## config.mk

```make
export PLATFORM = sky130hd
export DESIGN_NAME = serial_slave_shifter
export DESIGN_NICKNAME = d
export VERILOG_FILES = /design/src/rtl/sss_pkg.sv /design/src/rtl/sss_sync.sv /design/src/rtl/sss_ctrl.sv /design/src/rtl/sss_datapath.sv /design/src/rtl/serial_slave_shifter.sv
export SDC_FILE = /design/constraint.sdc
export NUM_CORES = 1
export LEC_CHECK = 0
export BUFFER_PORTS_ARGS = -buffer_cell sky130_fd_sc_hd__buf_2
export CAP_MARGIN = 10
export CELL_PAD_IN_SITES_DETAIL_PLACEMENT = 0
export CELL_PAD_IN_SITES_GLOBAL_PLACEMENT = 2
export CORE_MARGIN = 2
export CORE_UTILIZATION = 35
export CTS_CLUSTER_SIZE = 40
export DETAILED_ROUTE_END_ITERATION = 7
export PLACE_DENSITY = 0.84
export SYNTH_ARGS = -nofsm -noshare
export SYNTH_HDL_FRONTEND = slang
export SYNTH_SLANG_ARGS = --single-unit
```

## constraint.sdc

```tcl
create_clock -name clk -period 1.7 [get_ports clk]
set_input_delay 0.34 -clock clk [delete_from_list [all_inputs] [get_ports clk]]
set_output_delay 0.34 -clock clk [all_outputs]
set_load 0.01 [all_outputs]
```

## src/rtl/sss_pkg.sv

```systemverilog
package sss_pkg;
  localparam int DATA_W   = 8;
  localparam int CNT_W    = $clog2(2 * DATA_W);
  localparam int REG_W    = 8;

  localparam logic [1:0] ADDR_MODE = 2'd0;
  localparam logic [1:0] ADDR_STAT = 2'd1;
  localparam logic [1:0] ADDR_DATA = 2'd2;
  localparam logic [1:0] ADDR_BUF  = 2'd3;

  localparam int FLAG_BIT = 6;
  localparam int WIRE_BIT = 4;
  localparam int EXT_BIT  = 3;
  localparam int FALL_BIT = 2;

  typedef struct packed {
    logic countEdge;
    logic shiftEdge;
    logic capture;
    logic dataWr;
    logic sdiBit;
  } strobes_t;
endpackage

```

## src/rtl/sss_sync.sv

```systemverilog
module sss_sync #(
  parameter int WIDTH  = 2,
  parameter int STAGES = 2
) (
  input  logic             clk,
  input  logic             rst_n,
  input  logic [WIDTH-1:0] asyncIn,
  output logic [WIDTH-1:0] syncOut
);
  logic [WIDTH-1:0] chain [STAGES];

  always_ff @(posedge clk or negedge rst_n) begin
    if (!rst_n) chain[0] <= '0;
    else        chain[0] <= asyncIn;
  end

  for (genvar s = 1; s < STAGES; s++) begin : g_stage
    always_ff @(posedge clk or negedge rst_n) begin
      if (!rst_n) chain[s] <= '0;
      else        chain[s] <= chain[s-1];
    end
  end

  assign syncOut = chain[STAGES-1];
endmodule

```

## src/rtl/sss_ctrl.sv

```systemverilog
module sss_ctrl
  import sss_pkg::*;
#(
  parameter int SYNC_STAGES = 2
) (
  input  logic             clk,
  input  logic             rst_n,
  input  logic [1:0]       regAddr,
  input  logic             regWrEn,
  input  logic [REG_W-1:0] regWrData,
  input  logic             sclkIn,
  input  logic             sdiIn,
  output strobes_t         stb,
  output logic [REG_W-1:0] modeRead,
  output logic [REG_W-1:0] statRead,
  output logic [CNT_W-1:0] cntVal,
  output logic             flagVal
);
  logic [1:0] syncOut;
  logic       sclkPrev;
  logic [2:0] modeBits;
  logic       modeWr, statWr, enabled, riseDet, fallDet, wrapNow;
  logic       unusedBits;

  sss_sync #(.WIDTH(2), .STAGES(SYNC_STAGES)) u_sync (
    .clk     (clk),
    .rst_n   (rst_n),
    .asyncIn ({sclkIn, sdiIn}),
    .syncOut (syncOut)
  );

  always_ff @(posedge clk or negedge rst_n) begin
    if (!rst_n) sclkPrev <= 1'b0;
    else        sclkPrev <= syncOut[1];
  end

  assign modeWr  = regWrEn && (regAddr == ADDR_MODE);
  assign statWr  = regWrEn && (regAddr == ADDR_STAT);
  assign enabled = modeBits[2] && modeBits[1];
  assign riseDet = syncOut[1] && !sclkPrev;
  assign fallDet = !syncOut[1] && sclkPrev;

  always_comb begin
    stb.countEdge = enabled && (riseDet || fallDet);
    stb.shiftEdge = enabled && (modeBits[0] ? fallDet : riseDet);
    stb.dataWr    = regWrEn && (regAddr == ADDR_DATA);
    stb.sdiBit    = syncOut[0];
    wrapNow       = stb.countEdge && !statWr && (cntVal == {CNT_W{1'b1}});
    stb.capture   = wrapNow;
  end

  always_ff @(posedge clk or negedge rst_n) begin
    if (!rst_n)      modeBits <= '0;
    else if (modeWr) modeBits <= regWrData[WIRE_BIT:FALL_BIT];
  end

  always_ff @(posedge clk or negedge rst_n) begin
    if (!rst_n)              cntVal <= '0;
    else if (statWr)         cntVal <= regWrData[CNT_W-1:0];
    else if (stb.countEdge)  cntVal <= cntVal + 1'b1;
  end

  always_ff @(posedge clk or negedge rst_n) begin
    if (!rst_n)                            flagVal <= 1'b0;
    else if (wrapNow)                      flagVal <= 1'b1;
    else if (statWr && regWrData[FLAG_BIT]) flagVal <= 1'b0;
  end

  always_comb begin
    modeRead = '0;
    modeRead[WIRE_BIT:FALL_BIT] = modeBits;
    statRead = '0;
    statRead[FLAG_BIT]  = flagVal;
    statRead[CNT_W-1:0] = cntVal;
  end

  assign unusedBits = ^{regWrData[7], regWrData[5]};
endmodule

```

## src/rtl/sss_datapath.sv

```systemverilog
module sss_datapath
  import sss_pkg::*;
(
  input  logic              clk,
  input  logic              rst_n,
  input  strobes_t          stb,
  input  logic [DATA_W-1:0] wrData,
  output logic [DATA_W-1:0] dataVal,
  output logic [DATA_W-1:0] bufVal,
  output logic              sdoOut
);
  logic [DATA_W-1:0] afterEdge;

  assign afterEdge = stb.shiftEdge ? {dataVal[DATA_W-2:0], stb.sdiBit} : dataVal;

  always_ff @(posedge clk or negedge rst_n) begin
    if (!rst_n)          dataVal <= '0;
    else if (stb.dataWr) dataVal <= wrData;
    else                 dataVal <= afterEdge;
  end

  always_ff @(posedge clk or negedge rst_n) begin
    if (!rst_n)           bufVal <= '0;
    else if (stb.capture) bufVal <= afterEdge;
  end

  assign sdoOut = dataVal[DATA_W-1];
endmodule

```

## src/rtl/serial_slave_shifter.sv

```systemverilog
module serial_slave_shifter
  import sss_pkg::*;
#(
  parameter int SYNC_STAGES = 2
) (
  input  logic       clk,
  input  logic       rst_n,
  input  logic [1:0] regAddr,
  input  logic       regWrEn,
  input  logic [7:0] regWrData,
  output logic [7:0] regRdData,
  input  logic       sclkIn,
  input  logic       sdiIn,
  output logic       sdoOut
);
  strobes_t          stb;
  logic [REG_W-1:0]  modeRead, statRead;
  logic [CNT_W-1:0]  cntVal;
  logic              flagVal;
  logic [DATA_W-1:0] dataVal, bufVal;

  sss_ctrl #(.SYNC_STAGES(SYNC_STAGES)) u_ctrl (
    .clk       (clk),
    .rst_n     (rst_n),
    .regAddr   (regAddr),
    .regWrEn   (regWrEn),
    .regWrData (regWrData),
    .sclkIn    (sclkIn),
    .sdiIn     (sdiIn),
    .stb       (stb),
    .modeRead  (modeRead),
    .statRead  (statRead),
    .cntVal    (cntVal),
    .flagVal   (flagVal)
  );

  sss_datapath u_dp (
    .clk     (clk),
    .rst_n   (rst_n),
    .stb     (stb),
    .wrData  (regWrData),
    .dataVal (dataVal),
    .bufVal  (bufVal),
    .sdoOut  (sdoOut)
  );

  always_comb begin
    case (regAddr)
      ADDR_MODE: regRdData = modeRead;
      ADDR_STAT: regRdData = statRead;
      ADDR_DATA: regRdData = dataVal;
      default:   regRdData = bufVal;
    endcase
  end
endmodule

```

### Word level (Yosys, flattened, before mapping)

Index checks and enable logic that the tools add are counted.

| operators by class | value |
|---|---|
| reductions and logical operators | 18 |
| add/subtract/negate cells | 1 |
| equality and inequality tests | 3 |
| mux-type cells | 8 |

Operator list:

| cell | count |
|---|---|
| $pmux 8 s3 | 1 |
| $mux 8 | 2 |
| $logic_and 1x1->1 | 11 |
| $mux 4 | 2 |
| $add 4x1->4 const B | 1 |
| $eq 4x4->1 const B | 1 |
| $reduce_bool 2->1 | 2 |
| $logic_not 1->1 | 3 |
| $mux 1 | 3 |
| $eq 2x1->1 const B | 1 |
| $eq 2x2->1 const B | 1 |
| $logic_not 2->1 | 1 |
| $logic_or 1x1->1 | 1 |

| storage, ports and cells | value |
|---|---|
| register bits | 29 |
| output and inout port bits | 9 |
| word-level logic and storage cells | 38 |
| bits of input ports | 15 |

### Longest topological paths before layout

Gate-level depths: netlist of run 1.

| depth | value |
|---|---|
| depth after elaboration | 7 |
| gate-level depth with buffers | 7 |
| mapped depth without buffers | 5 |

### Modules after synthesis

Synthesis of run 1 repeated with hierarchy kept, for this count alone.

| unflattened totals | value |
|---|---|
| cells, all modules | 123 |
| area total of the unflattened synthesis | 1674.1 µm² |

Modules (own cells, without submodules):

| module | area each (µm²) | sequential area each (µm²) | cells an instance | instances |
|---|---|---|---|---|
| sss_datapath | 750.7 | 400.4 | 46 | 1 |
| sss_ctrl | 611.8 | 225.2 | 61 | 1 |
| serial_slave_shifter | 196.4 | 0.0 | 10 | 1 |
| sss_sync | 115.1 | 100.1 | 6 | 1 |

### Worst setup path before layout of run 1

OpenSTA, ideal clock, no wires.

| timing path | value |
|---|---|
| kind | reg2reg |
| start | register u_ctrl.sclkPrev |
| end | register u_dp.bufVal[0] |
| setup slack | 206 ps |
| required time | 1567 ps |
| arrival time | 1362 ps |
| library setup time | 133 ps |
| buffers on the path | 2 |
| clock period less this slack | 1494 ps |
| stages on the path, launching flop included | 8 |
| cell sequence | dfrtp_1 > inv_1 > ha_1 > and4b_1 > buf_6 > and3_4 > buf_6 > a31oi_1 |

| on the way | value |
|---|---|
| longest elaborated chain between the ends | 6 |
| elaborated cells between the ends (all ways) | 10 |
| classes of those cells | mux (2); reduce/logical (8) |

RTL lines:

| item | RTL line | RTL |
|---|---|---|
| from (decl) | sss_ctrl.sv:20 | `logic sclkPrev;` |
| from (signal assigned) | sss_ctrl.sv:34 | `else sclkPrev <= syncOut[1];` |
| $logic_not 1->1 | sss_ctrl.sv:40 | `assign riseDet = syncOut[1] && !sclkPrev;` |
| $logic_and 1x1->1 | sss_ctrl.sv:40 |  |
| $logic_or 1x1->1 | sss_ctrl.sv:44 | `stb.countEdge = enabled && (riseDet \|\| fallDet);` |
| $logic_and 1x1->1 | sss_ctrl.sv:44 |  |
| $logic_and 1x1->1 (2 in a row) | sss_ctrl.sv:48 | `wrapNow = stb.countEdge && !statWr && (cntVal == {CNT_W{1'b1}});` |
| to (signal assigned) | sss_datapath.sv:24 | `else if (stb.capture) bufVal <= afterEdge;` |
| to (decl) | sss_datapath.sv:9 | `output logic [DATA_W-1:0] bufVal,` |

Several ways; a longest one is shown, not always the timed one.
A chain may end at the register's enable or synchronous reset.

### Final worst setup path of run 1

| timing path | value |
|---|---|
| start | register u_ctrl.modeBits[1] |
| end | output port regRdData[3] |

| on the way | value |
|---|---|
| longest elaborated chain between the ends | 1 |

RTL lines:

| item | RTL line | RTL |
|---|---|---|
| from (decl) | sss_ctrl.sv:21 | `logic [2:0] modeBits;` |
| from (signal assigned) | sss_ctrl.sv:54 | `else if (modeWr) modeBits <= regWrData[WIRE_BIT:FALL_BIT];` |
| $pmux 8 s3 | serial_slave_shifter.sv:48 | `case (regAddr)` |
| to (decl) | serial_slave_shifter.sv:11 | `output logic [7:0] regRdData,` |

Every way passes these cells.

==> metrics.txt, run 1 <==
area of the multi-input gates just under 700 sq um; Final period util 0.985; Leak Pwr approximately 0.8 nW; max-cap violation count 0; largest cells by area after synthesis dfrtp_1 (49%), a31oi_1 (11%), mux2_2 (6.1%); Clk pin slew, worst setup/hold paths about 60 ps; drt via density ~5.6; ys async rst share 1.00; cell area after placement 1680 sq um; layout cells sized above 1 0.314; drt pass-1 iters 4; FP Rows 23; global-route wire length before repair about 6400 um; core area 4030 sq um; WL/cell between 15 and 20 um; Nets 190; CTS Hold Bufs 0; Worst-Skew Late Latency about 280 ps; sequential-to-total area share from yosys stat 0.493; relative slew slack 0.572; # setup viols final 0; Sequential cell area roughly 730 sq um; RePlAce Congestion 0.758; RSZ-0062 raised after global routing true; distinct cell type count of the synthesized netlist 27; largest family of logic cells by synthesized area compound AO/OA/AOI/OAI gates; Inst Count DP between 200 and 250; DRC 0; synth warn 0; # H-tree levels 2; Die W ~69 um; Hold Vio Cnt, Final 0; Ports 24; Setup WS post-layout roughly 26 ps; I/O Buffers 23; type of origin of the critical path register; Synth Instances about 140; most frequent cell after synthesis dfrtp_1; Achievable Freq roughly 600 MHz; number of diodes 0; height of the die 68.8 um; Tmin final around 1700 ps; crit-path max FO 5; list of most frequent post-synthesis cells dfrtp_1 (29), a31oi_1 (25), nor2_1 (13); WP data required between 1000 and 1500 ps; drt initial violations 85; TritonCTS clock tree done; adder-cell share of the synthesized area 0.0255; vias after detailed routing 1250; clk sinks 29; Synth Area in XOR/XNOR 0.0119; final instance area 1790 sq um; crit path kind reg -> out; Area Growth Syn to Fin 21.9%; critical path capture point type output pin; worst vdd ir just over 0.0005 V; Synth Area in Compound Gates 0.174; simple-gate portion of the synthesized area 0.134; Hold Crit Class in -> async; leading area contributor after synthesis dfrtp_1; Synth Flop Type dfrtp_1; Initial Utilization 0.365; pre-CTS worst setup slack 81.2 ps; Slew @ Worst Pin about 640 ps; Syn Area/Cell 10.7 sq um; grt ovf 0; largest net degree at the start of global routing 30; fin util 0.445; Post-DP HPWL 2670 um; multiplexer share of the synthesized area 0.119; Die ar. about 4700 sq um; post-synth top area share 0.493; fillcell total a little under 400; WL final 3720 um; Mapped Area about 1500 sq um; register bit total from synthesis 29; Worst EP arrival about 1300 ps; Power Density approximately 1400 nW/um^2; root buffer cell clkbuf_8; Post-Layout Cell Count roughly 220; post-route ant nets 0; number of flops mapped to enable cells by yosys 0; Worst Skew ~6 ps; net count after synthesis 155; vias in the first global route ~1300; Num CTS Buffers 5; Hold Slack between 70 and 80 ps; clk buf depth 2; initial antenna violation count 0; final max-slew violation count 0; status completed; gr usage total 0.191
critical path, cell delays in order (launching register included):
cell and delay, ps:
dfrtp_1 420, mux4_2 490, buf_6 140
where the power goes:
group          internal (mW)  total [mW]  switching, mW
sequential             0.921        1.10          0.178
combinational          0.415       0.815          0.401
clock                  0.320       0.561          0.241
state kept, by name, summed over array words and instances, names as in the netlist:
signal                 cells
u_ctrl.cntVal              4
u_ctrl.flagVal             1
u_ctrl.modeBits            3
u_ctrl.sclkPrev            1
u_ctrl.u_sync.chain        2
u_ctrl.u_sync.syncOut      2
u_dp.bufVal                8
u_dp.dataVal               8
cell families (layout without fill, tap and decap cells):
| kind of cell | after synthesis | in the layout |
|---|---|---|
| AOI/OAI and AO/OA | 42 | 42 |
| and+or+nand+nor | 36 | 36 |
| DFF | 29 | 29 |
| muxes | 14 | 14 |
| buffers and inverters | 11 | 46 |
| adders and majority gates | 3 | 3 |
| xor gates and xnor gates | 2 | 2 |
metrics by stage:
step | total power [mW] | setup TNS [ps]
global placement | 1.87 | 0
global route | 2.68 | -15.1
detailed placement | 1.89 | 0
finish | 2.48 | 0
floorplan | 1.60 | 0
CTS | 2.46 | 0
per-layer routing:
metal	vias to the layer above	GRT usage	share of wire
met4	0	0.0662	0.015
li1	584	-	-
met3	5	0.0617	0.071
met5	-	0	0
met1	624	0.247	0.46
met2	37	0.300	0.46
worst paths after layout:
kind / startpoint / end / slack (ps) / cells after the start
max: u_ctrl.modeBits[1] / regRdData[3] / 30 / 2
min: rst_n / u_ctrl.sclkPrev / 80 / 1
max reg2reg: u_ctrl.sclkPrev / u_dp.bufVal[6] / 160 / 6
min reg2reg: u_ctrl.u_sync.chain[3] / u_ctrl.u_sync.syncOut[1] / 350 / 0
max in group asynchronous: rst_n / u_ctrl.cntVal[0] / 1190 / 1
min in group clk: sclkIn / u_ctrl.u_sync.chain[3] / 160 / 1
final cells by class:
| cell class | instances | share of cell area |
|---|---|---|
| repair buffers | 36 | 0.126 |
| multi-input cells | 97 | 0.381 |
| flip-flops and latches | 29 | 0.404 |
| clock buffers | 7 | 0.0481 |
| well taps | 50 | 0.0349 |
| inverters | 3 | 0.00628 |
cells in the final DEF, fill, tap and decap left out, types with 2 or more instances in the layout:
cell type,n
nor2_1,13
nor2b_1,3
nand3b_1,2
inv_1,3
clkbuf_8,6
dfrtp_1,29
mux4_2,2
buf_2,21
a22o_1,4
a31oi_1,25
buf_6,2
a21oi_1,3
ha_1,3
mux2i_1,4
mux2_2,8
and2_1,2
buf_4,13
o21ai_0,10
nand3_1,9
repair_timing:
action | 4_1_cts | 5_1_grt
buffers inserted | 0 | 2
endpoints found under the setup margin | 0 | 2
resized for setup | 0 | 2
No activity file was read; power rests on OpenSTA's default activity.
==> run 2, diff against run 1 <==
--- a/config.mk
+++ b/config.mk
@@ -5,12 +5,13 @@
 export SDC_FILE = /design/constraint.sdc
 export NUM_CORES = 1
 export LEC_CHECK = 0
+export ABC_AREA = 1
 export BUFFER_PORTS_ARGS = -buffer_cell sky130_fd_sc_hd__buf_2
 export CAP_MARGIN = 10
 export CELL_PAD_IN_SITES_DETAIL_PLACEMENT = 0
 export CELL_PAD_IN_SITES_GLOBAL_PLACEMENT = 2
 export CORE_MARGIN = 2
-export CORE_UTILIZATION = 35
+export CORE_UTILIZATION = 32
 export CTS_CLUSTER_SIZE = 40
 export DETAILED_ROUTE_END_ITERATION = 7
 export PLACE_DENSITY = 0.84
==> run 2 against run 1 <==
Critical path depth increased by 1. Area after synthesis is 6.7% higher. Sequential share of layout area shrank 1.3 points. Maximum frequency rose by 7.2%. Total power shrank 20%. Global-route usage shrank 2.6 points. Routed wire length grew 7.1%. Clock skew decreased by 1.3 ps. Non-clock buffer count fell by 13. Largest power group unchanged.
==> metrics.txt, run 2 <==
list of most frequent post-synthesis cells nand2_1 (70), dfrtp_1 (29), nand3_1 (24); TritonCTS clock tree done; DRC 0 (unchanged); Mapped Area 1570 sq um (+6.7%); Sequential cell area 726 sq um (unchanged); Tmin final 1560 ps (-113 ps); met3 WL 219 um (-17%); crit path kind reg -> out; status completed; most common cell after layout, fill and taps aside nand2_1; initial antenna violation count 0 (unchanged); Slew @ Worst Pin 662 ps (+19.9 ps); Worst-Skew Late Latency 280 ps (about the same); RePlAce Congestion 0.800 (+5.6%); number of diodes 0 (unchanged); post-route ant nets 0 (unchanged); largest cells by area after synthesis dfrtp_1 (46%), nand2_1 (17%), nand3_1 (7.6%); Power Density 1060 nW/um^2 (-23%); # setup viols final 0 (unchanged); final max-slew violation count 0 (unchanged); Hold Crit Class in -> async; Post-Layout Cell Count 293 (+32%); core area 4720 sq um (+17%); register bit total from synthesis 29 (unchanged); Die W 74.1 um (+7.6%); CTS Hold Bufs 0 (unchanged); global-route wire length before repair 6710 um (+4.6%); top sig layer met4; grt ovf 0 (unchanged); Worst EP arrival 1220 ps (-110 ps); Clk pin slew, worst setup/hold paths 60 ps (about the same); WL/cell 13.6 um (-19%); cell chain of the critical path inv_1, o2111ai_1, buf_2; number of flops mapped to enable cells by yosys 0 (unchanged); Area Growth Syn to Fin 18.2%; sequential-to-total area share from yosys stat 0.462 (-0.0310); root buffer cell clkbuf_8; max-cap violation count 0 (unchanged); clk sinks 29 (unchanged); Synth Flop Type dfrtp_1; # H-tree levels 2 (unchanged); slowest stage cell, crit path dfrtp_1; Final period util 0.918 (-0.0664); fillcell total 514 (+30%); crit-path max FO 4 (-1); Nets 244 (+28%); Post-CTS Setup Repair Bufs 0 (unchanged); post-synth top area share 0.462 (-0.0310); setup_tns 0 ps (unchanged); cell family with most CP delay flip-flops; Worst Skew 4.66 ps (-1.34 ps); critical path capture point type output pin; Num CTS Buffers 5 (unchanged); drt via density 4.66 (-17%); ys async rst share 1.00 (unchanged); drt initial violations 101 (+19%); Leak Pwr 1.03 nW (+29%); leading area contributor after synthesis dfrtp_1; clk buf depth 2 (unchanged); Hold Vio Cnt, Final 0 (unchanged); distinct cell type count of the synthesized netlist 22 (-19%); height of the die 74.1 um (+7.6%); gr usage total 0.165 (-0.0258); number of gates resized after cts 0 (unchanged); worst vdd ir 0.000463 V (-10%); vias in the first global route 1320 (+1.8%); type of origin of the critical path register; Post-DP HPWL 2910 um (+9.2%); Inst Count DP 286 (+34%); CP bufs+invs 2 (+1); Initial Utilization 0.332 (-0.0328); commonest non-fill, non-tap cells in the layout nand2_1 (70), dfrtp_1 (29), nand3_1 (24); synth warn 0 (unchanged); largest net degree at the start of global routing 30 (unchanged); WL final 3980 um (+7.1%); Synth Instances 196 (+43%); Syn Area/Cell 8.01 sq um (-25%); layout cells sized above 1 0.243 (-0.0706); FP Rows 25 (+8.7%); drt pass-1 iters 4 (unchanged); RSZ-0062 raised after global routing false; Top Registers u_dp.bufVal (8), u_dp.dataVal (8), u_ctrl.cntVal (4); I/O Buffers 23 (unchanged); CP max stage delay 430 ps (-60 ps); met1 wire length 1830 um (+7.7%); most frequent cell after synthesis nand2_1; routed wl met2 1880 um (+11%); relative slew slack 0.559 (-0.0133); WP data required 1360 ps (about the same); Ports 24 (unchanged); Pwr Total 1.97 mW (-20%); net count after synthesis 214 (+38%); Die ar. 5480 sq um (+16%); vias after detailed routing 1364 (+9.1%); area of the multi-input gates 731 sq um (+7.0%); Achievable Freq 641 MHz (+7.2%)
-- run 2: changes by cell type in the layout (fill, tap and decap cells not counted), sizes merged, moves of 4 or more --
| cell | delta |
|---|---|
| a22o | -4 |
| a31oi | -25 |
| buf | -13 |
| inv | +24 |
| mux2 | -8 |
| mux2i | -4 |
| nand2 | +84 |
| nand3 | +17 |
| nand4 | +9 |
| nor2 | -7 |
| o21ai | -7 |
-- run 2: worst paths after layout --
kind | start | endpoint | slack, ps | cells after the start
max in group asynchronous | rst_n | u_dp.dataVal[4] | 1190 | 1
worst min register to register | u_ctrl.u_sync.chain[2] | u_ctrl.u_sync.syncOut[0] | 350 | 0
worst min-delay path | rst_n | u_dp.dataVal[6] | 80 | 1
min in group clk | sclkIn | u_ctrl.u_sync.chain[3] | 160 | 1
worst max register to register | u_ctrl.u_sync.syncOut[1] | u_dp.bufVal[2] | 260 | 8
worst max-delay path | u_ctrl.cntVal[3] | regRdData[3] | 140 | 3
-- run 2: power breakdown --
| part | switching, mW | internal, mW | total, mW |
|---|---|---|---|
| clock | 0.267 | 0.321 | 0.588 |
| sequential | 0.0881 | 0.809 | 0.898 |
| combinational | 0.316 | 0.169 | 0.485 |
| total | 0.671 | 1.30 | 1.97 |
-- run 2: routing by layer --
metal,global-route usage,up-vias
met2,0.258,36
met4,0.0424,0
li1,-,693
met5,0,-
met1,0.227,629
met3,0.0461,6
-- run 2: cell families (layout without fill, tap and decap cells) --
family                     after synthesis  in the layout  share of synthesized area
DFF                                     29             29                      0.462
buffers and inverters                   28             58                     0.0725
AOI/OAI and AO/OA                       10             10                     0.0438
adders and majority gates                3              3                     0.0239
and+or+nand+nor                        126            126                      0.398
-- run 2: layout make-up --
| cell class | count | share of cell area |
|---|---|---|
| Inverter | 28 | 0.0614 |
| Clock buffer | 7 | 0.0465 |
| Timing Repair Buffer | 23 | 0.0620 |
| Sequential cell | 29 | 0.391 |
| Multi-Input combinational cell | 139 | 0.394 |
| Tap cell | 67 | 0.0452 |
-- run 2: metrics by stage --
step / util / worst slack [ps] / cell area [sq um] / hold WS (ps)
2_1_floorplan: - / 392 / 1570 / 44.4
3_3_place_gp: 0.375 / 173 / 1770 / 335
3_5_place_dp: 0.375 / 187 / 1770 / 337
4_1_cts: 0.393 / 117 / 1860 / 123
5_1_grt: 0.393 / 47.2 / 1860 / 145
6_report: 0.393 / 139 / 1860 / 82.5
